**config.mk**
```make
export PLATFORM = sky130hd
export DESIGN_NAME = rowbuf_ctrl
export DESIGN_NICKNAME = d
export VERILOG_FILES = /design/src/rtl/rb_pkg.sv /design/src/rtl/rb_addr_map.sv /design/src/rtl/rb_bank_slot.sv /design/src/rtl/rowbuf_ctrl.sv
export SDC_FILE = /design/constraint.sdc
export NUM_CORES = 1
export LEC_CHECK = 0
export ABC_AREA = 0
export BUFFER_PORTS_ARGS = -buffer_cell sky130_fd_sc_hd__buf_2
export CAP_MARGIN = 0
export CORE_MARGIN = 5
export CORE_UTILIZATION = 57
export CTS_BUF_LIST = sky130_fd_sc_hd__clkbuf_4 sky130_fd_sc_hd__clkbuf_8
export DETAILED_ROUTE_END_ITERATION = 10
export HOLD_SLACK_MARGIN = 0.08
export PLACE_DENSITY = 0.83
export SLEW_MARGIN = 40
export SYNTH_ARGS = -nofsm -noshare
export SYNTH_HDL_FRONTEND = slang
export SYNTH_SLANG_ARGS = --single-unit
```
**constraint.sdc**
```tcl
create_clock -name clk -period 4.2 [get_ports clk]
set_clock_uncertainty 0.05 [all_clocks]
set_input_delay 0.21 -clock clk [delete_from_list [all_inputs] [get_ports clk]]
set_output_delay 0.21 -clock clk [all_outputs]
set_load 0.01 [all_outputs]
```
**src/rtl/rb_pkg.sv**
```systemverilog
package rb_pkg;
  typedef enum logic [1:0] {
    OP_PRE = 2'd0,
    OP_ACT = 2'd1,
    OP_RD  = 2'd2,
    OP_WR  = 2'd3
  } rb_op_e;

  typedef enum logic [1:0] {
    KIND_HIT  = 2'd0,
    KIND_MISS = 2'd1,
    KIND_CONF = 2'd2
  } rb_kind_e;

  typedef enum logic [2:0] {
    ST_IDLE,
    ST_FLUSH,
    ST_WACT,
    ST_WCOL,
    ST_WDONE
  } rb_state_e;

  localparam logic MAP_ILV    = 1'b0;
  localparam logic MAP_CONTIG = 1'b1;
endpackage

```
**src/rtl/rb_addr_map.sv**
```systemverilog
module rb_addr_map #(
  parameter int BANK_W = 3,
  parameter int COL_W  = 7,
  parameter int ROW_W  = 15,
  parameter int LINE_AW = 1 + BANK_W + COL_W + ROW_W
) (
  input  logic [LINE_AW-1:0] line,
  input  logic               mode,
  output logic               chan,
  output logic [BANK_W-1:0]  bank,
  output logic [ROW_W-1:0]   row,
  output logic [COL_W-1:0]   col
);
  import rb_pkg::*;

  // interleaved layout: channel, bank, column, row from low to high
  localparam int I_BANK_LO = 1;
  localparam int I_COL_LO  = I_BANK_LO + BANK_W;
  localparam int I_ROW_LO  = I_COL_LO + COL_W;
  // contiguous layout: channel, column, row, bank from low to high
  localparam int C_COL_LO  = 1;
  localparam int C_ROW_LO  = C_COL_LO + COL_W;
  localparam int C_BANK_LO = C_ROW_LO + ROW_W;

  logic [BANK_W-1:0] i_bank, c_bank;
  logic [ROW_W-1:0]  i_row,  c_row;
  logic [COL_W-1:0]  i_col,  c_col;

  assign i_bank = line[I_BANK_LO +: BANK_W];
  assign i_col  = line[I_COL_LO  +: COL_W];
  assign i_row  = line[I_ROW_LO  +: ROW_W];
  assign c_col  = line[C_COL_LO  +: COL_W];
  assign c_row  = line[C_ROW_LO  +: ROW_W];
  assign c_bank = line[C_BANK_LO +: BANK_W];

  always_comb begin
    chan = line[0];
    if (mode == MAP_CONTIG) begin
      bank = c_bank;
      row  = c_row;
      col  = c_col;
    end else begin
      bank = i_bank;
      row  = i_row;
      col  = i_col;
    end
  end
endmodule

```
**src/rtl/rb_bank_slot.sv**
```systemverilog
module rb_bank_slot #(
  parameter int ROW_W = 15,
  parameter int T_RP  = 11,
  parameter int T_WR  = 4,
  parameter int T_RCD = 7
) (
  input  logic             clk,
  input  logic             rst,
  input  logic             do_pre,
  input  logic             do_act,
  input  logic             do_col,
  input  logic             col_wr,
  input  logic [ROW_W-1:0] act_row,
  output logic             is_open,
  output logic [ROW_W-1:0] open_row,
  output logic             act_ok,
  output logic             col_ok
);
  localparam int TMR_W = $clog2(T_RP + T_WR + T_RCD + 1);

  logic             open_q;
  logic             dirty_q;
  logic [ROW_W-1:0] row_q;
  logic [TMR_W-1:0] act_tmr;
  logic [TMR_W-1:0] col_tmr;

  always_ff @(posedge clk) begin
    if (rst) begin
      open_q  <= 1'b0;
      dirty_q <= 1'b0;
      row_q   <= '0;
      act_tmr <= '0;
      col_tmr <= '0;
    end else begin
      if (act_tmr != '0) act_tmr <= act_tmr - 1'b1;
      if (col_tmr != '0) col_tmr <= col_tmr - 1'b1;
      if (do_pre) begin
        open_q  <= 1'b0;
        dirty_q <= 1'b0;
        act_tmr <= dirty_q ? TMR_W'(T_RP + T_WR - 1) : TMR_W'(T_RP - 1);
      end
      if (do_act) begin
        open_q  <= 1'b1;
        row_q   <= act_row;
        col_tmr <= TMR_W'(T_RCD - 1);
      end
      if (do_col && col_wr) dirty_q <= 1'b1;
    end
  end

  assign is_open  = open_q;
  assign open_row = row_q;
  assign act_ok   = (act_tmr == '0);
  assign col_ok   = (col_tmr == '0);

  // an activate only lands on a closed bank
  p_act_closed_r4: assert property (@(posedge clk) disable iff (rst)
    do_act |-> !open_q);
  // a precharge only targets an open row
  p_pre_open_r5: assert property (@(posedge clk) disable iff (rst)
    do_pre |-> open_q);
  // column commands need an open row and expired activate spacing
  p_col_open_r7: assert property (@(posedge clk) disable iff (rst)
    do_col |-> (open_q && col_tmr == '0));
  // a row opens only through an activate
  p_open_by_act_r5: assert property (@(posedge clk) disable iff (rst)
    $rose(open_q) |-> $past(do_act));
endmodule

```
**src/rtl/rowbuf_ctrl.sv**
```systemverilog
module rowbuf_ctrl #(
  parameter int BANK_W = 3,
  parameter int COL_W  = 7,
  parameter int ROW_W  = 15,
  parameter int T_RP   = 11,
  parameter int T_WR   = 4,
  parameter int T_RCD  = 7,
  parameter int T_CL   = 4,
  parameter int LAT_W  = 8,
  parameter int LINE_AW = 1 + BANK_W + COL_W + ROW_W
) (
  input  logic               clk,
  input  logic               rst,
  input  logic               mode_sel,
  input  logic               req_valid,
  output logic               req_ready,
  input  logic               req_write,
  input  logic [LINE_AW-1:0] req_line,
  output logic               cmd_valid,
  output logic [1:0]         cmd_op,
  output logic               cmd_chan,
  output logic [BANK_W-1:0]  cmd_bank,
  output logic [ROW_W-1:0]   cmd_row,
  output logic [COL_W-1:0]   cmd_col,
  output logic               resp_valid,
  output logic               resp_chan,
  output logic [BANK_W-1:0]  resp_bank,
  output logic [ROW_W-1:0]   resp_row,
  output logic [1:0]         resp_kind,
  output logic [LAT_W-1:0]   resp_lat
);
  import rb_pkg::*;

  localparam int SLOT_W = BANK_W + 1;
  localparam int NSLOT  = 1 << SLOT_W;
  localparam int DONE_W = $clog2(T_CL + 1);

  // decode of the incoming request under the layout in use
  logic              cur_mode;
  logic              d_chan;
  logic [BANK_W-1:0] d_bank;
  logic [ROW_W-1:0]  d_row;
  logic [COL_W-1:0]  d_col;
  logic [SLOT_W-1:0] d_slot;

  rb_addr_map #(
    .BANK_W(BANK_W), .COL_W(COL_W), .ROW_W(ROW_W), .LINE_AW(LINE_AW)
  ) u_map (
    .line(req_line), .mode(cur_mode),
    .chan(d_chan), .bank(d_bank), .row(d_row), .col(d_col)
  );
  assign d_slot = {d_chan, d_bank};

  // per channel/bank row-buffer state
  logic [NSLOT-1:0] slot_open, slot_act_ok, slot_col_ok;
  logic [NSLOT-1:0] pre_vec, act_vec, col_vec;
  logic [ROW_W-1:0] slot_row [NSLOT];

  logic              iss_pre, iss_act, iss_col;
  logic [SLOT_W-1:0] iss_slot;
  logic [ROW_W-1:0]  iss_row;
  logic [COL_W-1:0]  iss_coladdr;
  logic              iss_wr;

  assign pre_vec = iss_pre ? (NSLOT'(1) << iss_slot) : '0;
  assign act_vec = iss_act ? (NSLOT'(1) << iss_slot) : '0;
  assign col_vec = iss_col ? (NSLOT'(1) << iss_slot) : '0;

  for (genvar g = 0; g < NSLOT; g++) begin : g_slot
    rb_bank_slot #(
      .ROW_W(ROW_W), .T_RP(T_RP), .T_WR(T_WR), .T_RCD(T_RCD)
    ) u_slot (
      .clk(clk), .rst(rst),
      .do_pre(pre_vec[g]), .do_act(act_vec[g]), .do_col(col_vec[g]),
      .col_wr(iss_wr), .act_row(iss_row),
      .is_open(slot_open[g]), .open_row(slot_row[g]),
      .act_ok(slot_act_ok[g]), .col_ok(slot_col_ok[g])
    );
  end

  // lowest open slot, used when closing rows for a layout change
  logic [SLOT_W-1:0] low_slot;
  always_comb begin
    low_slot = '0;
    for (int i = NSLOT - 1; i >= 0; i--) begin
      if (slot_open[i]) low_slot = SLOT_W'(i);
    end
  end

  // classification of the incoming request
  rb_kind_e d_kind;
  always_comb begin
    if (!slot_open[d_slot])               d_kind = KIND_MISS;
    else if (slot_row[d_slot] == d_row)   d_kind = KIND_HIT;
    else                                  d_kind = KIND_CONF;
  end

  // request held while in flight
  rb_state_e         st, st_d;
  logic [SLOT_W-1:0] r_slot;
  logic [ROW_W-1:0]  r_row;
  logic [COL_W-1:0]  r_col;
  logic              r_wr;
  rb_kind_e          r_kind;
  logic [DONE_W-1:0] done_cnt;
  logic [LAT_W-1:0]  lat_cnt;

  logic acc, flush_done, resp_fire;

  assign req_ready = (st == ST_IDLE) && (mode_sel == cur_mode);

  always_comb begin
    st_d       = st;
    iss_pre    = 1'b0;
    iss_act    = 1'b0;
    iss_col    = 1'b0;
    iss_slot   = r_slot;
    acc        = 1'b0;
    flush_done = 1'b0;
    resp_fire  = 1'b0;
    case (st)
      ST_IDLE: begin
        if (mode_sel != cur_mode) begin
          st_d = ST_FLUSH;
        end else if (req_valid) begin
          acc      = 1'b1;
          iss_slot = d_slot;
          case (d_kind)
            KIND_HIT: begin
              if (slot_col_ok[d_slot]) begin
                iss_col = 1'b1;
                st_d    = ST_WDONE;
              end else begin
                st_d = ST_WCOL;
              end
            end
            KIND_MISS: begin
              if (slot_act_ok[d_slot]) begin
                iss_act = 1'b1;
                st_d    = ST_WCOL;
              end else begin
                st_d = ST_WACT;
              end
            end
            default: begin
              iss_pre = 1'b1;
              st_d    = ST_WACT;
            end
          endcase
        end
      end
      ST_FLUSH: begin
        if (slot_open != '0) begin
          iss_pre  = 1'b1;
          iss_slot = low_slot;
        end else begin
          flush_done = 1'b1;
          st_d       = ST_IDLE;
        end
      end
      ST_WACT: begin
        if (slot_act_ok[r_slot]) begin
          iss_act = 1'b1;
          st_d    = ST_WCOL;
        end
      end
      ST_WCOL: begin
        if (slot_col_ok[r_slot]) begin
          iss_col = 1'b1;
          st_d    = ST_WDONE;
        end
      end
      ST_WDONE: begin
        if (done_cnt == '0) begin
          resp_fire = 1'b1;
          st_d      = ST_IDLE;
        end
      end
      default: st_d = ST_IDLE;
    endcase
  end

  assign iss_row     = (st == ST_IDLE) ? d_row : r_row;
  assign iss_coladdr = (st == ST_IDLE) ? d_col : r_col;
  assign iss_wr      = (st == ST_IDLE) ? req_write : r_wr;

  always_ff @(posedge clk) begin
    if (rst) begin
      st       <= ST_IDLE;
      cur_mode <= MAP_ILV;
      r_slot   <= '0;
      r_row    <= '0;
      r_col    <= '0;
      r_wr     <= 1'b0;
      r_kind   <= KIND_HIT;
      done_cnt <= '0;
      lat_cnt  <= '0;
    end else begin
      st <= st_d;
      if (flush_done) cur_mode <= mode_sel;
      if (acc) begin
        r_slot <= d_slot;
        r_row  <= d_row;
        r_col  <= d_col;
        r_wr   <= req_write;
        r_kind <= d_kind;
      end
      if (iss_col)              done_cnt <= DONE_W'(T_CL - 1);
      else if (done_cnt != '0)  done_cnt <= done_cnt - 1'b1;
      if (acc)                  lat_cnt <= LAT_W'(1);
      else if (lat_cnt != '1)   lat_cnt <= lat_cnt + 1'b1;
    end
  end

  // registered command port
  always_ff @(posedge clk) begin
    if (rst) begin
      cmd_valid <= 1'b0;
      cmd_op    <= OP_PRE;
      cmd_chan  <= 1'b0;
      cmd_bank  <= '0;
      cmd_row   <= '0;
      cmd_col   <= '0;
    end else begin
      cmd_valid <= iss_pre | iss_act | iss_col;
      cmd_chan  <= iss_slot[SLOT_W-1];
      cmd_bank  <= iss_slot[BANK_W-1:0];
      cmd_row   <= iss_row;
      cmd_col   <= iss_coladdr;
      if (iss_pre)      cmd_op <= OP_PRE;
      else if (iss_act) cmd_op <= OP_ACT;
      else if (iss_wr)  cmd_op <= OP_WR;
      else              cmd_op <= OP_RD;
    end
  end

  // registered completion port
  always_ff @(posedge clk) begin
    if (rst) begin
      resp_valid <= 1'b0;
      resp_chan  <= 1'b0;
      resp_bank  <= '0;
      resp_row   <= '0;
      resp_kind  <= KIND_HIT;
      resp_lat   <= '0;
    end else begin
      resp_valid <= resp_fire;
      if (resp_fire) begin
        resp_chan <= r_slot[SLOT_W-1];
        resp_bank <= r_slot[BANK_W-1:0];
        resp_row  <= r_row;
        resp_kind <= r_kind;
        resp_lat  <= lat_cnt;
      end
    end
  end

  // busy after accepting, single-cycle completion
  p_busy_after_accept_r8: assert property (@(posedge clk) disable iff (rst)
    (req_valid && req_ready) |=> !req_ready);
  p_resp_pulse_r8: assert property (@(posedge clk) disable iff (rst)
    resp_valid |=> !resp_valid);
  // a hit completes after the column latency only
  p_hit_lat_r3: assert property (@(posedge clk) disable iff (rst)
    (resp_valid && resp_kind == KIND_HIT) |-> resp_lat == LAT_W'(T_CL));
  // a conflict pays at least precharge, activate and column latency
  p_conf_lat_r5: assert property (@(posedge clk) disable iff (rst)
    (resp_valid && resp_kind == KIND_CONF) |-> resp_lat >= LAT_W'(T_RP + T_RCD + T_CL));
  // layout changes only once every row is closed
  p_mode_switch_r9: assert property (@(posedge clk) disable iff (rst)
    (cur_mode != $past(cur_mode)) |-> ($past(slot_open) == '0));
endmodule

```
# After elaboration in Yosys (flattened, before gate mapping)
# Index checks and enable logic that the tools add are counted.
[word_totals]
register_bits = 535
input_bits = 31
elab_cells = 561
output_inout_bits = 60
[op_classes]
eq_ne = 14
add_sub_neg = 34
magnitude_cmp = 3
shifts = 1
muxes = 212
n_reduce_logical = 174
bitwise_logic = 3
[ops]
columns = ["operator", "n"]
rows = [
  ["$mux 3", 56],
  ["$logic_not 5->1", 32],
  ["$mux 5", 32],
  ["$reduce_bool 5->1", 32],
  ["$sub 5x1->5 const B", 32],
  ["$reduce_bool 2->1", 66],
  ["$mux 1", 80],
  ["$mux 4", 19],
  ["$bmux 15 s4", 1],
  ["$mux 15", 4],
  ["$mux 16", 3],
  ["$reduce_or 2->1", 20],
  ["$bmux 1 s4", 5],
  ["$logic_and 1x1->1", 17],
  ["$reduce_bool 16->1", 1],
  ["$shl 1x4->16 const A", 1],
  ["$eq 15x15->1", 1],
  ["$pmux 3 s5", 1],
  ["$mux 7", 2],
  ["$lt 4x5->1 const B", 2],
  ["$add 8x1->8 const B", 1],
  ["$mux 2", 4],
  ["$ne 2x2->1 const B", 4],
  ["$ne 8x8->1 const B", 1],
  ["other kinds (19)", 24],
]

# Logic depth before layout (Yosys ltp)
[logic_depth]
ltp_word = 22
ltp_mapped = 17
depth_no_buf = 12

# By module
# Synthesis repeated with hierarchy kept, for this count alone.
[unflattened]
hier_cells = 2524
hier_area_um2 = 24968.9
[by_module_without_submodules]
columns = ["module", "instances", "seq_area_each_um2", "cells_each", "area_each_um2"]
rows = [
  ["rb_bank_slot", 16, 540.5, 104, 1072.3],
  ["rowbuf_ctrl", 1, 2062.0, 831, 7397.1],
  ["rb_addr_map", 1, 0.0, 29, 415.4],
]

# Least setup slack after synthesis
# No wires, ideal clock.
[synth_timing]
path_type = "reg2reg"
from = "register cur_mode"
to = "register g_slot[0].u_slot.act_tmr[2]"
setup_ns = 0.121
required_ns = 4.029
n_path_buf = 4
path_slack_ns = 0.700
period_less_slack_ns = 3.500
arrival_time_ns = 3.329
path_stages_with_launch = 15
cell_sequence = "dfxtp_1 -> buf_6 -> mux2i_4 -> buf_8 -> buf_12 -> mux4_2 -> a22oi_1 -> nand2_1 -> xnor2_1 -> nor3_1 -> nand4_1 -> buf_6 -> a221o_1 -> nand2_2 -> mux2_2"
[synth_via]
elab_chain_cells = 16
elab_cells_between_ends = 26
classes_between = "3 x eq/ne; 1 x shift; 18 x mux; 1 x bitwise; 3 x reduce/logical"
[synth_rtl]
columns = ["element", "line_no", "source"]
rows = [
  ["from (decl)", "rowbuf_ctrl.sv:39", "logic cur_mode;"],
  ["from (signal assigned)", "rowbuf_ctrl.sv:200", "if (flush_done) cur_mode <= mode_sel;"],
  ["$mux 3", "rb_addr_map.sv:38", "if (mode == MAP_CONTIG) begin"],
  ["$not 4->5 (implied by the code)", "rowbuf_ctrl.sv:94", "else if (slot_row[d_slot] == d_row) d_kind = KIND_HIT;"],
  ["$bmux 15 s4", "rowbuf_ctrl.sv:94", ""],
  ["$mux 15 (implied by the code) (2 in series)", "rowbuf_ctrl.sv:94", ""],
  ["$eq 15x15->1", "rowbuf_ctrl.sv:94", ""],
  ["$mux 2", "rowbuf_ctrl.sv:94", ""],
  ["$mux 2", "rowbuf_ctrl.sv:93", "if (!slot_open[d_slot]) d_kind = KIND_MISS;"],
  ["$eq 2x1->1 or $logic_not 2->1 (tied branches)", "rowbuf_ctrl.sv:128", "case (d_kind)"],
  ["$reduce_or 2->1 (no line)", "n/a", ""],
  ["$mux 1", "rowbuf_ctrl.sv:128", ""],
  ["$mux 1", "rowbuf_ctrl.sv:125", "end else if (req_valid) begin"],
  ["$mux 1", "rowbuf_ctrl.sv:123", "if (mode_sel != cur_mode) begin"],
  ["$pmux 1 s2", "rowbuf_ctrl.sv:121", "case (st)"],
  ["$mux 16 (*)", "rowbuf_ctrl.sv:65", "assign pre_vec = iss_pre ? (NSLOT'(1) << iss_slot) : '0;"],
  ["$mux 5 or $reduce_bool 2->1 (tied branches)", "n/a", ""],
  ["to (signal assigned)", "rb_bank_slot.sv:35", "if (act_tmr != '0) act_tmr <= act_tmr - 1'b1;"],
  ["to (signal assigned)", "rb_bank_slot.sv:40", "act_tmr <= dirty_q ? TMR_W'(T_RP + T_WR - 1) : TMR_W'(T_RP - 1);"],
  ["to (decl)", "rb_bank_slot.sv:24", "logic [TMR_W-1:0] act_tmr;"],
]
# Mark *: on every way between the ends. The rest lies on a longest branch, timed or not. The select of a mux whose other input is x is not followed.
# A chain may end at the register's enable or synchronous reset.

# Worst setup path after layout
# Ends and elaborated chain as after synthesis.

==> results.json <==
{
  "hold_class": "in2reg",
  "critPathMostFrequentCell": "buf_12",
  "fp.dieW_um": 219,
  "area_delta_synth_final_pct": 14.3,
  "swShare": 0.372,
  "finalCritPeriodShare": 0.976,
  "place.gp.congestion": 0.946,
  "fp-row-count": 76,
  "wl_per_cell_um": 21.9,
  "grt_pass1_vias": 21700,
  "io_buffer_count": 90,
  "syn_inst": 2643,
  "ioPinCount": 91,
  "crit_fanout": 26,
  "power_frac_seq": 0.358,
  "clock-sinks": 535,
  "ys_ff_latch": 535,
  "maxCapViolations": 0,
  "dr.pass1.iters": 5,
  "worst_pin_slew_ps": 875,
  "finalMaxSlewViolations": 0,
  "clkSlewWorstSetupHoldPaths_ps": 70,
  "drt-vias-per-instance": 6.52,
  "hpwlAfterDp_um": 48200,
  "ff2ff_setup_slack_ps": 100,
  "grt_pass1_wl_um": 117000,
  "syn-num-nets": 2709,
  "cp_data_arrival_time_ps": 4590,
  "postRouteAntennaNets": 0,
  "p_int_mw": 11.3,
  "syn_avg_cell_area_um2": 9.40,
  "cts_buffers": 84,
  "root_buffer": "clkbuf_8",
  "htreeDepth": 3,
  "crit_path_max_incr_delay_ps": 550,
  "finalSetupTns_ps": 0,
  "powerDensity_nw_per_um2": 636,
  "diodes": 0,
  "antenna_found_initial": 0,
  "clk_path_buf_depth": 3,
  "max_freq_ghz": 0.244,
  "final_hold_viol_count": 0,
  "yosysWarningCount": 0,
  "status": "completed",
  "die-area_um2": 47900,
  "start_kind": "flop",
  "drive_gt1_frac": 0.260,
  "crit_slowest_cell": "mux4_2",
  "power.share.clock": 0.269,
  "cts_tree": "done",
  "nets": 2825,
  "drc": 0,
  "rsz0062_at_grt": "no",
  "routed_wl_um": 74800,
  "cp.required_ps": 4690,
  "first_iter_violations": 2306,
  "clock_latency_ps": 670,
  "synth_flop_cell": "dfxtp_1",
  "synth_area_um2": 24900,
  "synth_area_leaders": "dfxtp_1, a31o_2, nor3_1",
  "worst-path-buf-inv": 3,
  "setup_viol": 0,
  "ir_drop_mv": 0.340,
  "total_leakage_power_nw": 11.1,
  "switchingPower_mw": 6.71,
  "grtUsageTotal": 0.302,
  "gr-total-overflow": 0,
  "die-height_um": 219,
  "path_class": "reg2reg",
  "core_um2": 43100,
  "grt_max_degree": 182,
  "synth_seq_area_share": 0.431,
  "start_util": 0.577,
  "crit_family": "multiplexers",
  "fin_hold_ws_ps": 106,
  "end_kind": "flop",
  "combPwrFrac": 0.373,
  "async_flop_share": 0,
  "crit_chain": "mux2i_4 > buf_12 > buf_12 > mux4_2 > a22oi_1 > nand2_1 > xnor2_1 > nor3_1 > nand4_1 > buf_4 > a221o_1 > nand2_2 > mux2_2",
  "slew_headroom": 0.417,
  "synth_edf_count": 0,
  "synth_top_area_frac": 0.431,
  "fillCellCount": 3224,
  "layout_min_cycle_time_ps": 4100,
  "yosysTopAreaCell": "dfxtp_1",
  "netlist-cell-type-count": 85,
  "vias": 22200
}
[Yosys cell counts (9+ instances only)]
cell      instances
clkbuf_1        120
nor3_1          341
a31o_2          237
xor2_1           32
a32o_1           11
buf_1            10
nor2_1          138
a211oi_1         32
dfxtp_1         535
mux2_2           21
o21ai_0          65
ha_1             35
inv_1           102
nand2_1         227
a21oi_1         112
o21a_1            9
o31ai_1          10
xnor2_1          74
mux2i_1          92
nor4b_1          24
nor4_1           19
and3_1           21
or3_1            12
nand3_1          28
buf_2            59
o211ai_1         30
mux4_2           48
nand2b_1         27
buf_6             9
[worst min-delay path, delay by kind of cell]
family                 cells  cell delay (ps)
AO/OA/AOI/OAI              1              260
buffers and inverters      1              100
multiplexers               1              180
[through the flow]
step	instances	utilization	cell area, um^2	worst slack, ps	total power, mW
floorplan	2643	-	24900	700	11.0
global placement	3229	0.608	26200	169	12.7
detailed placement	3229	0.608	26200	129	13.0
CTS	3408	0.658	28400	127	17.9
global route	3408	0.659	28400	22.7	19.0
finish	3408	0.659	28400	101	18.1
[cell usage in the layout (no fill, tap or decap), drive strengths merged, types with 5 or more instances in the layout]
cell | synthesis | final
o211ai | 30 | 30
nand4 | 8 | 8
nor3 | 343 | 343
nor4b | 24 | 24
o22ai | 6 | 6
nor2 | 143 | 143
nor4 | 19 | 19
and3 | 22 | 22
clkinv | 1 | 21
nor2b | 8 | 8
or2 | 8 | 8
a2111oi | 6 | 6
a22o | 8 | 8
buf | 87 | 208
xnor2 | 74 | 74
mux2 | 23 | 23
a31o | 239 | 239
dlygate4sd3 | 0 | 29
a32oi | 5 | 5
or3 | 12 | 12
nand2b | 31 | 31
xor2 | 32 | 32
a211oi | 35 | 35
a21oi | 119 | 119
o31ai | 10 | 10
o21ai | 65 | 65
bufinv | 0 | 6
a32o | 11 | 11
mux4 | 55 | 55
nand2 | 230 | 230
o21a | 9 | 9
dfxtp | 535 | 535
clkbuf | 120 | 119
a2bb2o | 6 | 6
nand3 | 28 | 28
inv | 102 | 105
and2 | 9 | 9
mux2i | 95 | 95
ha | 35 | 35
[layout make-up]
| cell class | instances | area (um^2) | share of cell area |
|---|---|---|---|
| Clock buffer | 119 | 1540 | 0.0542 |
| Clock inverter | 31 | 322 | 0.0113 |
| Timing Repair Buffer | 237 | 1840 | 0.0649 |
| Tap cell | 585 | 732 | 0.0258 |
| Sequential cell | 535 | 10700 | 0.377 |
| Multi-Input combinational cell | 1798 | 12900 | 0.453 |
| Inverter | 103 | 395 | 0.0139 |
[state kept, by name (all words and copies together) (netlist names), 3 cells and up]
register,cells
resp_lat,8
r_col,7
g_slot.u_slot.dirty_q,16
g_slot.u_slot.open_row,240
lat_cnt,8
resp_row,15
r_row,15
cmd_bank,3
g_slot.u_slot.col_tmr,80
done_cnt,3
st,3
g_slot.u_slot.is_open,16
cmd_col,7
resp_bank,3
r_slot,4
g_slot.u_slot.act_tmr,80
cmd_row,15
[final timing paths]
check                                      startpoint  cells past startpoint                                       end
min reg2reg  g_slot[0].u_slot.col_tmr[4]$_SDFFE_PP0P_                      2  g_slot[0].u_slot.col_tmr[4]$_SDFFE_PP0P_
max                             cur_mode$_SDFFE_PP0P_                     13  g_slot[0].u_slot.act_tmr[2]$_SDFFE_PP0P_
min                                      req_line[14]                      3                     r_row[3]$_SDFFE_PP0P_
max reg2reg                     cur_mode$_SDFFE_PP0P_                     13  g_slot[0].u_slot.act_tmr[2]$_SDFFE_PP0P_
[power groups by stage]
stage / logic (mW) / clock network, mW / registers, mW
detailed placement: 6.50 / 0 / 6.53
floorplan: 4.66 / 0 / 6.38
CTS: 6.60 / 4.90 / 6.43
finish: 6.74 / 4.86 / 6.46
global placement: 6.19 / 0 / 6.47
global route: 7.32 / 5.14 / 6.54
[cells by family after synthesis]
logic type,after synthesis,share of synthesized area
AO/OA/AOI/OAI,588,0.182
XOR/XNOR,106,0.0374
adder cells (fa/ha/maj),35,0.0176
buffers and inverters,310,0.0552
flip-flops,535,0.431
multiplexers,173,0.101
AND/OR/NAND/NOR,896,0.175
[layer usage]
| layer | wire length [um] | up-vias | track usage |
|---|---|---|---|
| li1 | - | 9910 | - |
| met1 | 28300 | 10700 | 0.387 |
| met2 | 35500 | 1305 | 0.501 |
| met3 | 7530 | 290 | 0.0508 |
| met4 | 3390 | 0 | 0.142 |
| met5 | 0 | - | 0 |
[timing repair]
action / 4_1_cts / 5_1_grt
hold buffers: 29 / 0
buffers inserted: 0 / 0
gates resized for setup: 0 / 5
endpoints found under the setup margin: 0 / 22
endpoints found under the hold margin: 64 / 0
Power figures use the tool's default switching activity.
